### src/rtl/vdis_pkg.sv
package vdis_pkg;

    typedef enum logic [2:0] {
        ST_IDLE  = 3'd0,
        ST_ARMED = 3'd1,
        ST_RUN   = 3'd2,
        ST_FINAL = 3'd3,
        ST_HALT  = 3'd4
    } vdis_state_e;

    localparam int NUM_PHASES = 3;

endpackage

### src/rtl/vdis_edge_sampler.sv
// Samples the request level once per line at a fixed offset after sync
module vdis_edge_sampler #(
    parameter int SAMPLE_TICK = 34
) (
    input  logic clk,
    input  logic rst_n,
    input  logic line_sync,
    input  logic dis_n,
    output logic fall_evt,
    output logic rise_evt,
    output logic dis_lvl
);
    localparam int PARK = SAMPLE_TICK + 1;
    localparam int LW   = $clog2(PARK + 1);

    logic [LW-1:0] line_tick;
    logic          samp_now;

    assign samp_now = (line_tick == LW'(SAMPLE_TICK));

    always_ff @(posedge clk or negedge rst_n) begin
        if (!rst_n) begin
            line_tick <= LW'(PARK);
            dis_lvl   <= 1'b1;
        end else begin
            if (line_sync) begin
                line_tick <= '0;
            end else if (line_tick != LW'(PARK)) begin
                line_tick <= line_tick + 1'b1;
            end
            if (samp_now) begin
                dis_lvl <= dis_n;
            end
        end
    end

    assign fall_evt = samp_now &  dis_lvl & ~dis_n;
    assign rise_evt = samp_now & ~dis_lvl &  dis_n;

endmodule

### src/rtl/vdis_phase_gen.sv
// Non-overlapping three-phase pattern decoded from the unit tick
module vdis_phase_gen #(
    parameter int UNIT_TICKS = 42,
    parameter int TW         = 6
) (
    input  logic          active,
    input  logic [TW-1:0] tick,
    output logic [2:0]    phases
);
    localparam int SLOT = UNIT_TICKS / 3;

    for (genvar k = 0; k < 3; k++) begin : g_phase
        localparam int LO = k * SLOT + 1;
        localparam int HI = k * SLOT + SLOT - 2;
        assign phases[k] = active && (tick >= TW'(LO)) && (tick <= TW'(HI));
    end

endmodule

### src/rtl/vdis_line_tally.sv
// Saturating tally of lines moved since the last readout event
module vdis_line_tally #(
    parameter int LINE_LIMIT = 4096,
    parameter int CW         = 13
) (
    input  logic          clk,
    input  logic          rst_n,
    input  logic          clr,
    input  logic          unit_done,
    input  logic          normal_line,
    output logic [CW-1:0] count,
    output logic          cap_next,
    output logic          overflow
);
    localparam logic [CW:0] LIM_W = (CW + 1)'(LINE_LIMIT);

    logic [CW:0]   sum;
    logic [CW-1:0] nxt;

    always_comb begin
        sum = {1'b0, count} + (CW + 1)'(unit_done) + (CW + 1)'(normal_line);
        if (clr) begin
            nxt = '0;
        end else if (sum >= LIM_W) begin
            nxt = CW'(LINE_LIMIT);
        end else begin
            nxt = sum[CW-1:0];
        end
    end

    always_ff @(posedge clk or negedge rst_n) begin
        if (!rst_n) begin
            count <= '0;
        end else begin
            count <= nxt;
        end
    end

    assign cap_next = (nxt == CW'(LINE_LIMIT));
    assign overflow = (count == CW'(LINE_LIMIT));

endmodule

### src/rtl/vdis_sequencer.sv
module vdis_sequencer #(
    parameter int UNIT_TICKS  = 42,
    parameter int SAMPLE_TICK = 34,
    parameter int LINE_LIMIT  = 4096,
    parameter int TRIG_UNITS  = 104
) (
    input  logic                              clk,
    input  logic                              rst_n,
    input  logic                              line_sync,
    input  logic                              dis_req_n,
    input  logic                              trig_start,
    input  logic                              readout_pulse,
    input  logic                              normal_line,
    output logic                              phase_a,
    output logic                              phase_b,
    output logic                              phase_c,
    output logic                              discharging,
    output logic                              readout_block,
    output logic [$clog2(LINE_LIMIT+1)-1:0]   line_count,
    output logic                              overflow
);
    import vdis_pkg::*;

    localparam int CW = $clog2(LINE_LIMIT + 1);
    localparam int TW = $clog2(UNIT_TICKS);
    localparam int UW = $clog2(TRIG_UNITS + 1);

    vdis_state_e state, state_nxt;

    logic [TW-1:0] tick;
    logic [UW-1:0] run_units;
    logic          trig_src;
    logic          fall_evt, rise_evt, dis_lvl;
    logic          unit_end, running, last_trig_unit, request;
    logic          cap_next, ovf_now;
    logic [2:0]    ph;

    vdis_edge_sampler #(
        .SAMPLE_TICK(SAMPLE_TICK)
    ) u_sampler (
        .clk      (clk),
        .rst_n    (rst_n),
        .line_sync(line_sync),
        .dis_n    (dis_req_n),
        .fall_evt (fall_evt),
        .rise_evt (rise_evt),
        .dis_lvl  (dis_lvl)
    );

    vdis_line_tally #(
        .LINE_LIMIT(LINE_LIMIT),
        .CW        (CW)
    ) u_tally (
        .clk        (clk),
        .rst_n      (rst_n),
        .clr        (readout_pulse),
        .unit_done  (unit_end),
        .normal_line(normal_line),
        .count      (line_count),
        .cap_next   (cap_next),
        .overflow   (ovf_now)
    );

    vdis_phase_gen #(
        .UNIT_TICKS(UNIT_TICKS),
        .TW        (TW)
    ) u_phase (
        .active(running),
        .tick  (tick),
        .phases(ph)
    );

    assign running        = (state == ST_RUN) || (state == ST_FINAL);
    assign unit_end       = running && (tick == TW'(UNIT_TICKS - 1));
    assign last_trig_unit = trig_src && (run_units == UW'(TRIG_UNITS - 1));
    assign request        = fall_evt || trig_start;

    // State register
    always_ff @(posedge clk or negedge rst_n) begin
        if (!rst_n) begin
            state <= ST_IDLE;
        end else begin
            state <= state_nxt;
        end
    end

    // Unit tick, run length and request source
    always_ff @(posedge clk or negedge rst_n) begin
        if (!rst_n) begin
            tick      <= '0;
            run_units <= '0;
            trig_src  <= 1'b0;
        end else begin
            if (state == ST_IDLE && request) begin
                trig_src <= trig_start;
            end
            if (state == ST_ARMED) begin
                tick      <= '0;
                run_units <= '0;
            end else if (running) begin
                if (unit_end) begin
                    tick      <= '0;
                    run_units <= run_units + 1'b1;
                end else begin
                    tick <= tick + 1'b1;
                end
            end
        end
    end

    // Next-state decision
    always_comb begin
        state_nxt = state;
        unique case (state)
            ST_IDLE: begin
                if (ovf_now && !readout_pulse) begin
                    state_nxt = ST_HALT;
                end else if (request) begin
                    state_nxt = ST_ARMED;
                end
            end
            ST_ARMED: begin
                if (ovf_now && !readout_pulse) begin
                    state_nxt = ST_HALT;
                end else if (line_sync) begin
                    state_nxt = ST_RUN;
                end
            end
            ST_RUN: begin
                if (unit_end) begin
                    if (cap_next) begin
                        state_nxt = ST_HALT;
                    end else if ((!trig_src && rise_evt) || last_trig_unit) begin
                        state_nxt = ST_IDLE;
                    end
                end else if (!trig_src && rise_evt) begin
                    state_nxt = ST_FINAL;
                end
            end
            ST_FINAL: begin
                if (unit_end) begin
                    state_nxt = cap_next ? ST_HALT : ST_IDLE;
                end
            end
            ST_HALT: begin
                if (readout_pulse) begin
                    state_nxt = ST_IDLE;
                end
            end
            default: state_nxt = ST_IDLE;
        endcase
    end

    // Outputs
    always_comb begin
        phase_a       = ph[0];
        phase_b       = ph[1];
        phase_c       = ph[2];
        discharging   = running;
        readout_block = ~dis_lvl;
        overflow      = ovf_now;
    end

endmodule

### config.mk
export PLATFORM = sky130hd
export DESIGN_NAME = vdis_sequencer
export DESIGN_NICKNAME = d
export VERILOG_FILES = /design/src/rtl/vdis_pkg.sv /design/src/rtl/vdis_edge_sampler.sv /design/src/rtl/vdis_phase_gen.sv /design/src/rtl/vdis_line_tally.sv /design/src/rtl/vdis_sequencer.sv
export SDC_FILE = /design/constraint.sdc
export NUM_CORES = 1
export LEC_CHECK = 0
export ABC_AREA = 1
export BUFFER_PORTS_ARGS = -buffer_cell sky130_fd_sc_hd__buf_2
export CELL_PAD_IN_SITES_DETAIL_PLACEMENT = 1
export CELL_PAD_IN_SITES_GLOBAL_PLACEMENT = 2
export CORE_MARGIN = 4
export CORE_UTILIZATION = 38
export CTS_BUF_LIST = sky130_fd_sc_hd__clkbuf_4 sky130_fd_sc_hd__clkbuf_8
export DETAILED_ROUTE_END_ITERATION = 6
export GPL_ROUTABILITY_DRIVEN = 0
export PLACE_DENSITY = 0.86
export SLEW_MARGIN = 0
export SYNTH_ARGS = -nofsm -noshare
export SYNTH_HDL_FRONTEND = slang
export SYNTH_SLANG_ARGS = --single-unit
### constraint.sdc
create_clock -name clk -period 4.5 [get_ports clk]
set_input_delay 0.225 -clock clk [delete_from_list [all_inputs] [get_ports clk]]
set_output_delay 0.225 -clock clk [all_outputs]
set_load 0.03 [all_outputs]
==> flow_summary.toml, run 1 <==
[status]
status = "finished clean"

[finish]
multi_input_area_mm2 = 0.001217
antenna_cells = 0
fin_util_pct = 44.02
stdcell_area_mm2 = 0.002606
final_layout_size_suffix_gt1_share_pct = 18.18
register_area_um2 = 930.9
syn2layout_area_growth_pct = 12.78
nNetsFinal = 345
fill_cells = 758

[routing]
wl_met2_um = 2730
dr.pass1.iters = 4
wl_met1_um = 2894
remaining_drc_errors = 0
drtIter0Drc = 96
via_per_inst = 5.032
dr.max_layer_used = "met4"
antenna_left = 0
met3_length_um = 155
vias = 2038
wl_um = 5854
wire_per_inst_um = 14.45

[pwr]
vdd_drop_max_mv = 0.1408
power.density_mw_per_mm2 = 405.0
switchingPower_mw = 0.4563
internal_power_mw = 0.5992
pwr-share-comb_pct = 38.3
seqPwrFrac_pct = 38.8
p_leak_nw = 1.278
pwr-share-clk_pct = 22.9
p_sw_share_pct = 43.23

[sta]
min_period_ns = 3.018
skew_ns = 0.009502
setup_viol = 0
max-slew-margin-rel_pct = 42.77
rsz0062_at_grt = "false"
tns_ns = 0
worstMarginPinSlew_ns = 0.8585
timing.fmax_mhz = 331.4
slew_viol_final = 0
hold_viol = 0
finalCritPeriodShare_pct = 67.06

[yosys]
synth_commonest_cells = "57 x nand2_1, 44 x nor2_1, 36 x inv_1"
ys.flop_type = "dfrtp_1"
synthCells = 299
synth-async-reset-ratio_pct = 100.0
seq_area_frac_synth_pct = 40.28
synth_top_area_cell = "dfrtp_1"
yosys_warnings = 0
syn-num-nets = 315
yosysUniqueCellTypes = 37
avgSynthCellArea_um2 = 7.729
ys_ff_latch = 37
netlist.area_leader.share_pct = 35.73
synth-edff-count = 0
yosys-top-cells-area = "dfrtp_1 36%, nand2_1 9.3%, nor2_1 7.1%"
yosys.cell_count.top_type = "nand2_1"
synth_area_mm2 = 0.002311

[floorplan]
fp.coreArea_mm2 = 0.005921
rows = 28
dieHeight_um = 85.99
start_util_pct = 39.03
die_w_um = 85.99
num_io_pins = 26
die_area_mm2 = 0.007393

[critical_path]
cp.arrival_ns = 3.25
critPathSlowestCell = "dfrtp_1"
path_class = "flip-flop to flip-flop"
crit_family = "simple AND/OR/NAND/NOR gates"
end_kind = "flip-flop"
crit_path_max_fanout = 14
worstSetupStartpointType = "flip-flop"
path_cells = "inv_1, ha_1, nand2_1, nor2_2, nand2_2, fa_1, inv_1, ha_1, nand2_1, nor2_2, nand3_1, nand2_1, nand3_2, nand2_1, nand2_2, nand2_2, nand2_1, nand2_1"
required_ns = 4.73
path_buf_inv = 2
critPathMostFrequentCell = "nand2_1"
crit_path_max_incr_delay_ns = 0.41

[placed_design]
port_buffers = 25
dp_hpwl_um = 4398
post_dp_cell_area_mm2 = 0.002520

[global_route]
overflow = 0
grt_pass1_wl_um = 10200
grt.total_usage_pct = 17.42
grt_pass1_vias = 2091
antenna_found_initial = 0
grt_max_degree = 38

[clock_tree]
clock_sinks = 37
cts_tree = "built"
hold_buffers = 0
cts.clk_slew.worst_paths_ns = 0.09
clockBufferDepth = 2
cts_buffers = 5
htree_levels = 2
cts_setup_buffers = 0
clock_tree.root_cell = "clkbuf_8"
worst_skew_pair.late_latency_ns = 0.29
cts_resized = 0

[run]
cap_violations = 0

[hold_path]
min_path_type = "primary input to asynchronous set/reset pin"
[power by group through the flow]
| stage | Combinational, mW | Clock (mW) | Sequential, mW |
|---|---|---|---|
| floorplan | 0.301 | 0 | 0.408 |
| global route | 0.463 | 0.264 | 0.417 |
| CTS | 0.410 | 0.246 | 0.410 |
| finish | 0.404 | 0.242 | 0.410 |
| global placement | 0.394 | 0 | 0.416 |
| detailed placement | 0.404 | 0 | 0.417 |
[worst register-to-register path, cell delays in order, from the launching register on]
cell and delay [ns]:
dfrtp_1 0.41, inv_1 0.16, ha_1 0.20, nand2_1 0.09, nor2_2 0.12, nand2_2 0.12, fa_1 0.37, inv_1 0.08
ha_1 0.17, nand2_1 0.08, nor2_2 0.21, nand3_1 0.11, nand2_1 0.08, nand3_2 0.25, nand2_1 0.20, nand2_2 0.10
nand2_2 0.09, nand2_1 0.06, nand2_1 0.07
[layout by cell type (no fill, tap or decap), types with 3 or more instances in the layout]
cell / netlist / layout
o21ai_0: 11 / 11
xor2_1: 8 / 8
inv_2: 3 / 3
nor2_4: 3 / 3
nand2_1: 57 / 57
nand3_1: 20 / 20
nor2_1: 44 / 44
o211ai_1: 3 / 3
nor2_2: 4 / 4
dfstp_2: 4 / 4
buf_2: 2 / 25
dfrtp_1: 33 / 33
ha_1: 8 / 8
inv_1: 36 / 36
nor3_1: 16 / 16
clkbuf_8: 0 / 5
a21oi_1: 11 / 11
nand2_2: 5 / 5
nand4_1: 5 / 5
a211oi_1: 3 / 3
[state kept, by name (all words and copies together), names as in the netlist]
signal	count
run_units	7
state	3
tick	6
trig_src	1
u_sampler.dis_lvl	1
u_sampler.line_tick	6
u_tally.count	13
[per-layer routing]
layer  vias up  GRT usage [%]
met3         4          3.266
met4         0          5.180
met2        23          27.40
li1       1032              -
met1       979          24.26
met5         -              0
[through the flow]
stage / hold slack [ns] / cells / worst slack, ns / power (mW)
after global placement: 0.3944 / 397 / 1.675 / 0.8102
after CTS: 0.07641 / 405 / 1.474 / 1.066
final: 0.02834 / 405 / 1.482 / 1.056
after floorplan: -0.07059 / 299 / 2.046 / 0.7091
after detailed placement: 0.4048 / 397 / 1.509 / 0.8205
after global routing: 0.1000 / 405 / 1.191 / 1.143
[final timing paths]
check / from / endpoint / slack [ns] / cells after the start
min reg2reg: run_units[0] / run_units[0] / 0.52 / 1
min in group clk: trig_start / trig_src / 0.15 / 3
max: tick[1] / state[1] / 1.48 / 18
max in group asynchronous: rst_n / trig_src / 3.92 / 1
max reg2reg: tick[1] / state[1] / 1.48 / 18
min: rst_n / u_tally.count[6] / 0.03 / 1
[cells by family (layout without fill, tap and decap cells)]
group | after synthesis | after routing | synth area share [%]
simple gates | 162 | 162 | 33.57
buf+inv | 42 | 73 | 7.039
compound gates | 39 | 39 | 10.12
flops | 37 | 37 | 40.28
xor+xnor | 10 | 10 | 3.790
fa+ha+maj | 9 | 9 | 5.198
[layout make-up]
cell class              instances  share of cell area, %
repair buffers                 25                  4.801
flip-flops and latches         37                  35.72
well taps                      75                  3.601
inverters                      40                  5.857
multi-input cells             220                  46.71
clock inverters                 3                 0.6721
clock buffers                   5                  2.640
No activity file was read; power rests on OpenSTA's default activity.
==> run 2, diff against run 1 <==
--- a/config.mk
+++ b/config.mk
@@ -10,11 +10,11 @@
 export CELL_PAD_IN_SITES_DETAIL_PLACEMENT = 1
 export CELL_PAD_IN_SITES_GLOBAL_PLACEMENT = 2
 export CORE_MARGIN = 4
-export CORE_UTILIZATION = 38
+export CORE_UTILIZATION = 35
 export CTS_BUF_LIST = sky130_fd_sc_hd__clkbuf_4 sky130_fd_sc_hd__clkbuf_8
 export DETAILED_ROUTE_END_ITERATION = 6
 export GPL_ROUTABILITY_DRIVEN = 0
-export PLACE_DENSITY = 0.86
+export PLACE_DENSITY = 0.8
 export SLEW_MARGIN = 0
 export SYNTH_ARGS = -nofsm -noshare
 export SYNTH_HDL_FRONTEND = slang
==> constraint.sdc (replaced) <==
create_clock -name clk -period 3 [get_ports clk]
set_input_delay 0.15 -clock clk [delete_from_list [all_inputs] [get_ports clk]]
set_output_delay 0.15 -clock clk [all_outputs]
set_load 0.03 [all_outputs]
==> run 2 against run 1 <==
- clock power grew 120%
- largest power group unchanged
- power grew 66%
- worst setup slack lost 1.2 ns
- sequential cell count is the same
- via count grew 1.9%
- hold slack gained 0.036 ns
- clock-buffer cell count is the same
- critical path depth shrank 1
- highest routed layer unchanged
==> flow_summary.toml, run 2 (same netlist as run 1, synthesis figures left out) <==
[global_route]
grt_max_degree = 38
grt_pass1_wl_um = 10050
grt.total_usage_pct = 16.31
antenna_found_initial = 0
overflow = 0
grt_pass1_vias = 2107

[sta]
skew_ns = 0.005439
slew_viol_final = 0
worstMarginPinSlew_ns = 0.8904
rsz0062_at_grt = "false"
hold_viol = 0
setup_viol = 0
timing.fmax_mhz = 367.1
min_period_ns = 2.724
tns_ns = 0
worst_hold_slack_ns = 0.06417
max-slew-margin-rel_pct = 40.64
finalCritPeriodShare_pct = 90.80

[finish]
antenna_cells = 0
nNetsFinal = 347
register_area_um2 = 930.9
final_layout_size_suffix_gt1_share_pct = 18.67
syn2layout_area_growth_pct = 16.08
final_common_cell = "nand2_1"
largest-register = "u_tally.count"
fin_util_pct = 42.01
reg_top3 = "u_tally.count x13, run_units x7"
largest_reg_flops = 13
multi_input_area_mm2 = 0.001222
final_cell_mix = "57 x nand2_1, 44 x nor2_1, 35 x inv_1, 33 x dfrtp_1, 25 x buf_2"
fill_cells = 805

[pwr]
power.density_mw_per_mm2 = 652.8
p_leak_nw = 1.312
vdd_drop_max_mv = 0.3987

[critical_path]
reg2reg_depth = 17
path_cells = "inv_2, ha_1, nand2_1, nor2_2, nand2_2, fa_1, inv_1, ha_1, nand2_1, nor2_4, nand4_1, nand3_2, nand2_1, nand2_2, nand2_2, nand2_1, nand2_1"
required_ns = 3.19
end_kind = "flip-flop"
crit_path_max_fanout = 7
endpoint = "state[1]"
worstSetupStartpointType = "flip-flop"
crit_path_max_incr_delay_ns = 0.42
path_class = "flip-flop to flip-flop"
r2r-start = "tick[1]"
path_buf_inv = 2
rrSetupSlack_ns = 0.28
critPathMostFrequentCell = "nand2_1"
cp.arrival_ns = 2.92
crit_family = "simple AND/OR/NAND/NOR gates"
rr_endpoint = "state[1]"
crit_start = "tick[1]"
cp_num_cells = 17
critPathSlowestCell = "dfrtp_1"

[clock_tree]
clock_sinks = 37
cts_buffers = 5
cts_setup_buffers = 0
htree_levels = 2
worst_skew_pair.late_latency_ns = 0.30
cts_tree = "built"
clockBufferDepth = 2
clock_tree.root_cell = "clkbuf_8"
cts.clk_slew.worst_paths_ns = 0.09

[placed_design]
port_buffers = 25
dp_hpwl_um = 4455

[routing]
vias = 2077
wire_per_inst_um = 14.36
via_per_inst = 5.078
drtIter0Drc = 64
remaining_drc_errors = 0
dr.pass1.iters = 4
wl_um = 5872
antenna_left = 0

[floorplan]
start_util_pct = 36.19
die_area_mm2 = 0.007966
fp.coreArea_mm2 = 0.006386
die_w_um = 89.26
rows = 29
num_io_pins = 26
dieHeight_um = 89.26

[hold_path]
min_path_type = "primary input to flip-flop"

[status]
status = "finished clean"

[run]
cap_violations = 0
[run 2: cell count changes in the layout (fill, tap and decap cells not counted), sizes merged]
cell / change
buf: +1
bufinv: +2
clkinv: -2
clkinvlp: -1
dlygate4sd3: +1
inv: +1
[run 2: stage by stage]
stage	instances	power, mW	area, µm²	setup WS (ns)
final	409	1.751	2683	0.2761
after global routing	409	1.886	2683	0.002061
after CTS	409	1.777	2678	0.1514
after detailed placement	400	1.226	2530	0.1813
after global placement	400	1.221	2530	0.3220
after floorplan	299	1.064	2311	0.5456
[run 2: layout make-up]
cell class / count / area share [%]
Multi-Input combinational cell: 220 / 45.57
Sequential cell: 37 / 34.70
Inverter: 40 / 5.690
Timing Repair Buffer: 27 / 5.317
Tap cell: 77 / 3.591
Clock buffer: 5 / 2.565
Clock inverter: 3 / 2.565
[run 2: power breakdown]
group	internal (mW)	total (mW)	switching [mW]	leakage, nW
sequential	0.552	0.616	0.0643	0.492
combinational	0.186	0.594	0.407	0.751
clock	0.335	0.541	0.206	0.0687
total	1.07	1.75	0.678	1.31
[run 2: repair_timing]
item	4_1_cts	5_1_grt
hold buffers	1	0
endpoints found under the setup margin	0	11
endpoints found under the hold margin	17	0
resized for setup	0	2
[run 2: worst min-delay path by stage]
stage               startpoint                     end  cells after the start
finish              trig_start                trig_src                      3
CTS                  line_sync  u_sampler.line_tick[5]                      2
global route         line_sync  u_sampler.line_tick[5]                      2
detailed placement       rst_n        u_tally.count[4]                      1
global placement         rst_n        u_tally.count[4]                      1
floorplan                rst_n            run_units[0]                      0
[run 2: routing by layer]
metal	up-vias	wire [µm]	part of all wire [%]	global-route usage, %
li1	1039	-	-	-
met1	1010	2874	49	21.03
met2	22	2771	47	27.73
met3	6	158	2.7	3.041
met4	0	67	1.1	4.871
met5	-	0	0	0
[run 2: worst min-delay path, stage by stage]
cell and delay [ns]:
buf_2 0.09, nand2_1 0.04, nand2_1 0.05
==> run 3, diff against run 2 <==
--- a/config.mk
+++ b/config.mk
@@ -9,6 +9,7 @@
 export BUFFER_PORTS_ARGS = -buffer_cell sky130_fd_sc_hd__buf_2
 export CELL_PAD_IN_SITES_DETAIL_PLACEMENT = 1
 export CELL_PAD_IN_SITES_GLOBAL_PLACEMENT = 2
+export CORE_ASPECT_RATIO = 2
 export CORE_MARGIN = 4
 export CORE_UTILIZATION = 35
 export CTS_BUF_LIST = sky130_fd_sc_hd__clkbuf_4 sky130_fd_sc_hd__clkbuf_8
==> run 3 against run 2 <==
- routed wire length increased by 3.4%
- largest power group unchanged
- sequential cell count is the same
- non-clock buffer count is 1 higher
- highest routed layer unchanged
- critical endpoint is now state[0]
- worst setup slack better by 0.093 ns
- global-route usage up 0.82 points
==> flow_summary.toml, run 3 (same netlist as run 1, synthesis figures left out) <==
[placed_design]
dp_hpwl_um = 4929
post_dp_cell_area_mm2 = 0.002541
port_buffers = 25
dpl.cell_count = 409

[clock_tree]
clock_tree.root_cell = "clkbuf_8"
clock_sinks = 37
worst_skew_pair.late_latency_ns = 0.29
cts_buffers = 5
cts_tree = "built"
htree_levels = 2
cts.clk_slew.worst_paths_ns = 0.08
clockBufferDepth = 2

[pwr]
vdd_drop_max_mv = 0.3577
power.density_mw_per_mm2 = 591.0
p_leak_nw = 1.294

[sta]
tns_ns = 0
hold_viol = 0
finalCritPeriodShare_pct = 87.70
slew_viol_final = 0
worstMarginPinSlew_ns = 0.8450
timing.fmax_mhz = 380.1
worst_hold_slack_ns = 0.06709
skew_ns = 0.003365
max-slew-margin-rel_pct = 43.67
rsz0062_at_grt = "false"
min_period_ns = 2.631
setup_viol = 0

[floorplan]
fp.coreArea_mm2 = 0.006361
die_w_um = 65.46
die_area_mm2 = 0.008045
dieHeight_um = 122.9
start_util_pct = 36.33
rows = 41
num_io_pins = 26

[finish]
final_layout_size_suffix_gt1_share_pct = 18.92
stdcell_area_mm2 = 0.002658
reg_top3 = "u_tally.count x13, run_units x7"
final_cell_mix = "57 x nand2_1, 44 x nor2_1, 35 x inv_1, 33 x dfrtp_1, 25 x buf_2"
layoutNonFillerInstCount = 419
nNetsFinal = 348
antenna_cells = 0
final_common_cell = "nand2_1"
syn2layout_area_growth_pct = 15.00
largest-register = "u_tally.count"
largest_reg_flops = 13
fill_cells = 839
fin_util_pct = 41.78

[critical_path]
path_class = "flip-flop to flip-flop"
required_ns = 3.19
end_kind = "flip-flop"
path_cells = "inv_2, ha_1, nand2_1, nor2_2, nand2_2, fa_1, inv_1, ha_1, nand2_1, nor2_4, nand4_1, nand3_4, nand2_1, nand2_2, nand2_2, nand2_1, nand2_1"
path_buf_inv = 2
crit_family = "simple AND/OR/NAND/NOR gates"
crit_path_max_fanout = 6
worstSetupStartpointType = "flip-flop"
rrSetupSlack_ns = 0.37
critPathMostFrequentCell = "nand2_1"
critPathSlowestCell = "dfrtp_1"
crit_path_max_incr_delay_ns = 0.41
cp.arrival_ns = 2.82

[routing]
dr.pass1.iters = 4
vias = 2088
antenna_left = 0
remaining_drc_errors = 0
via_per_inst = 4.983
drtIter0Drc = 87
wire_per_inst_um = 14.48
wl_um = 6069

[run]
cap_violations = 0

[global_route]
grt.total_usage_pct = 17.13
overflow = 0
grt_pass1_wl_um = 10490
grt_pass1_vias = 2227
antenna_found_initial = 0
grt_max_degree = 38

[hold_path]
min_path_type = "primary input to flip-flop"

[status]
status = "finished clean"
[run 3: cell type report]
type	count	area, µm²	share of cell area (%)
Multi-Input combinational cell	220	1230	46.28
Sequential cell	37	930.9	35.03
Inverter	40	152.6	5.744
Timing Repair Buffer	28	150.1	5.650
Tap cell	86	107.6	4.049
Clock buffer	5	68.82	2.589
Clock inverter	3	17.52	0.6591
[run 3: final timing paths]
check	startpoint	depth (start not counted)	to
max in group asynchronous	rst_n	2	u_tally.count[1]
min in group asynchronous	rst_n	2	u_sampler.line_tick[3]
max	tick[1]	17	state[0]
min reg2reg	run_units[0]	1	run_units[0]
min	line_sync	2	u_sampler.line_tick[5]
max reg2reg	tick[1]	17	state[0]
[run 3: through the flow]
stage / worst slack (ns) / power (mW)
floorplan: 0.5456 / 1.064
global placement: 0.3594 / 1.233
detailed placement: 0.1839 / 1.246
CTS: 0.1639 / 1.608
global route: 0.04219 / 1.712
finish: 0.3689 / 1.571
[run 3: where the power goes]
group,leakage [nW],switching [mW],total [mW],internal (mW)
Sequential,0.492,0.0661,0.618,0.552
Combinational,0.758,0.416,0.602,0.186
Clock,0.0439,0.190,0.350,0.160
Total,1.29,0.672,1.57,0.898
[run 3: what timing repair did]
action	in CTS	in global routing
resized for setup	0	3
hold buffers	1	0
hold endpoints to repair	3	0
setup endpoints to repair	0	9
setup buffers	0	1
[run 3: worst reg2reg max path, delay by kind of cell, from the launching register on]
family,cells,cell delay (ns)
adder cells (fa/ha/maj),3,0.71
buffers and inverters,2,0.19
flip-flops,1,0.41
AND/OR/NAND/NOR,12,1.22
[run 3: metal layers]
metal,wire length (µm),track usage [%]
met1,2176,17.54
met2,3573,33.08
met3,133,2.727
met4,185,7.403
met5,0,0
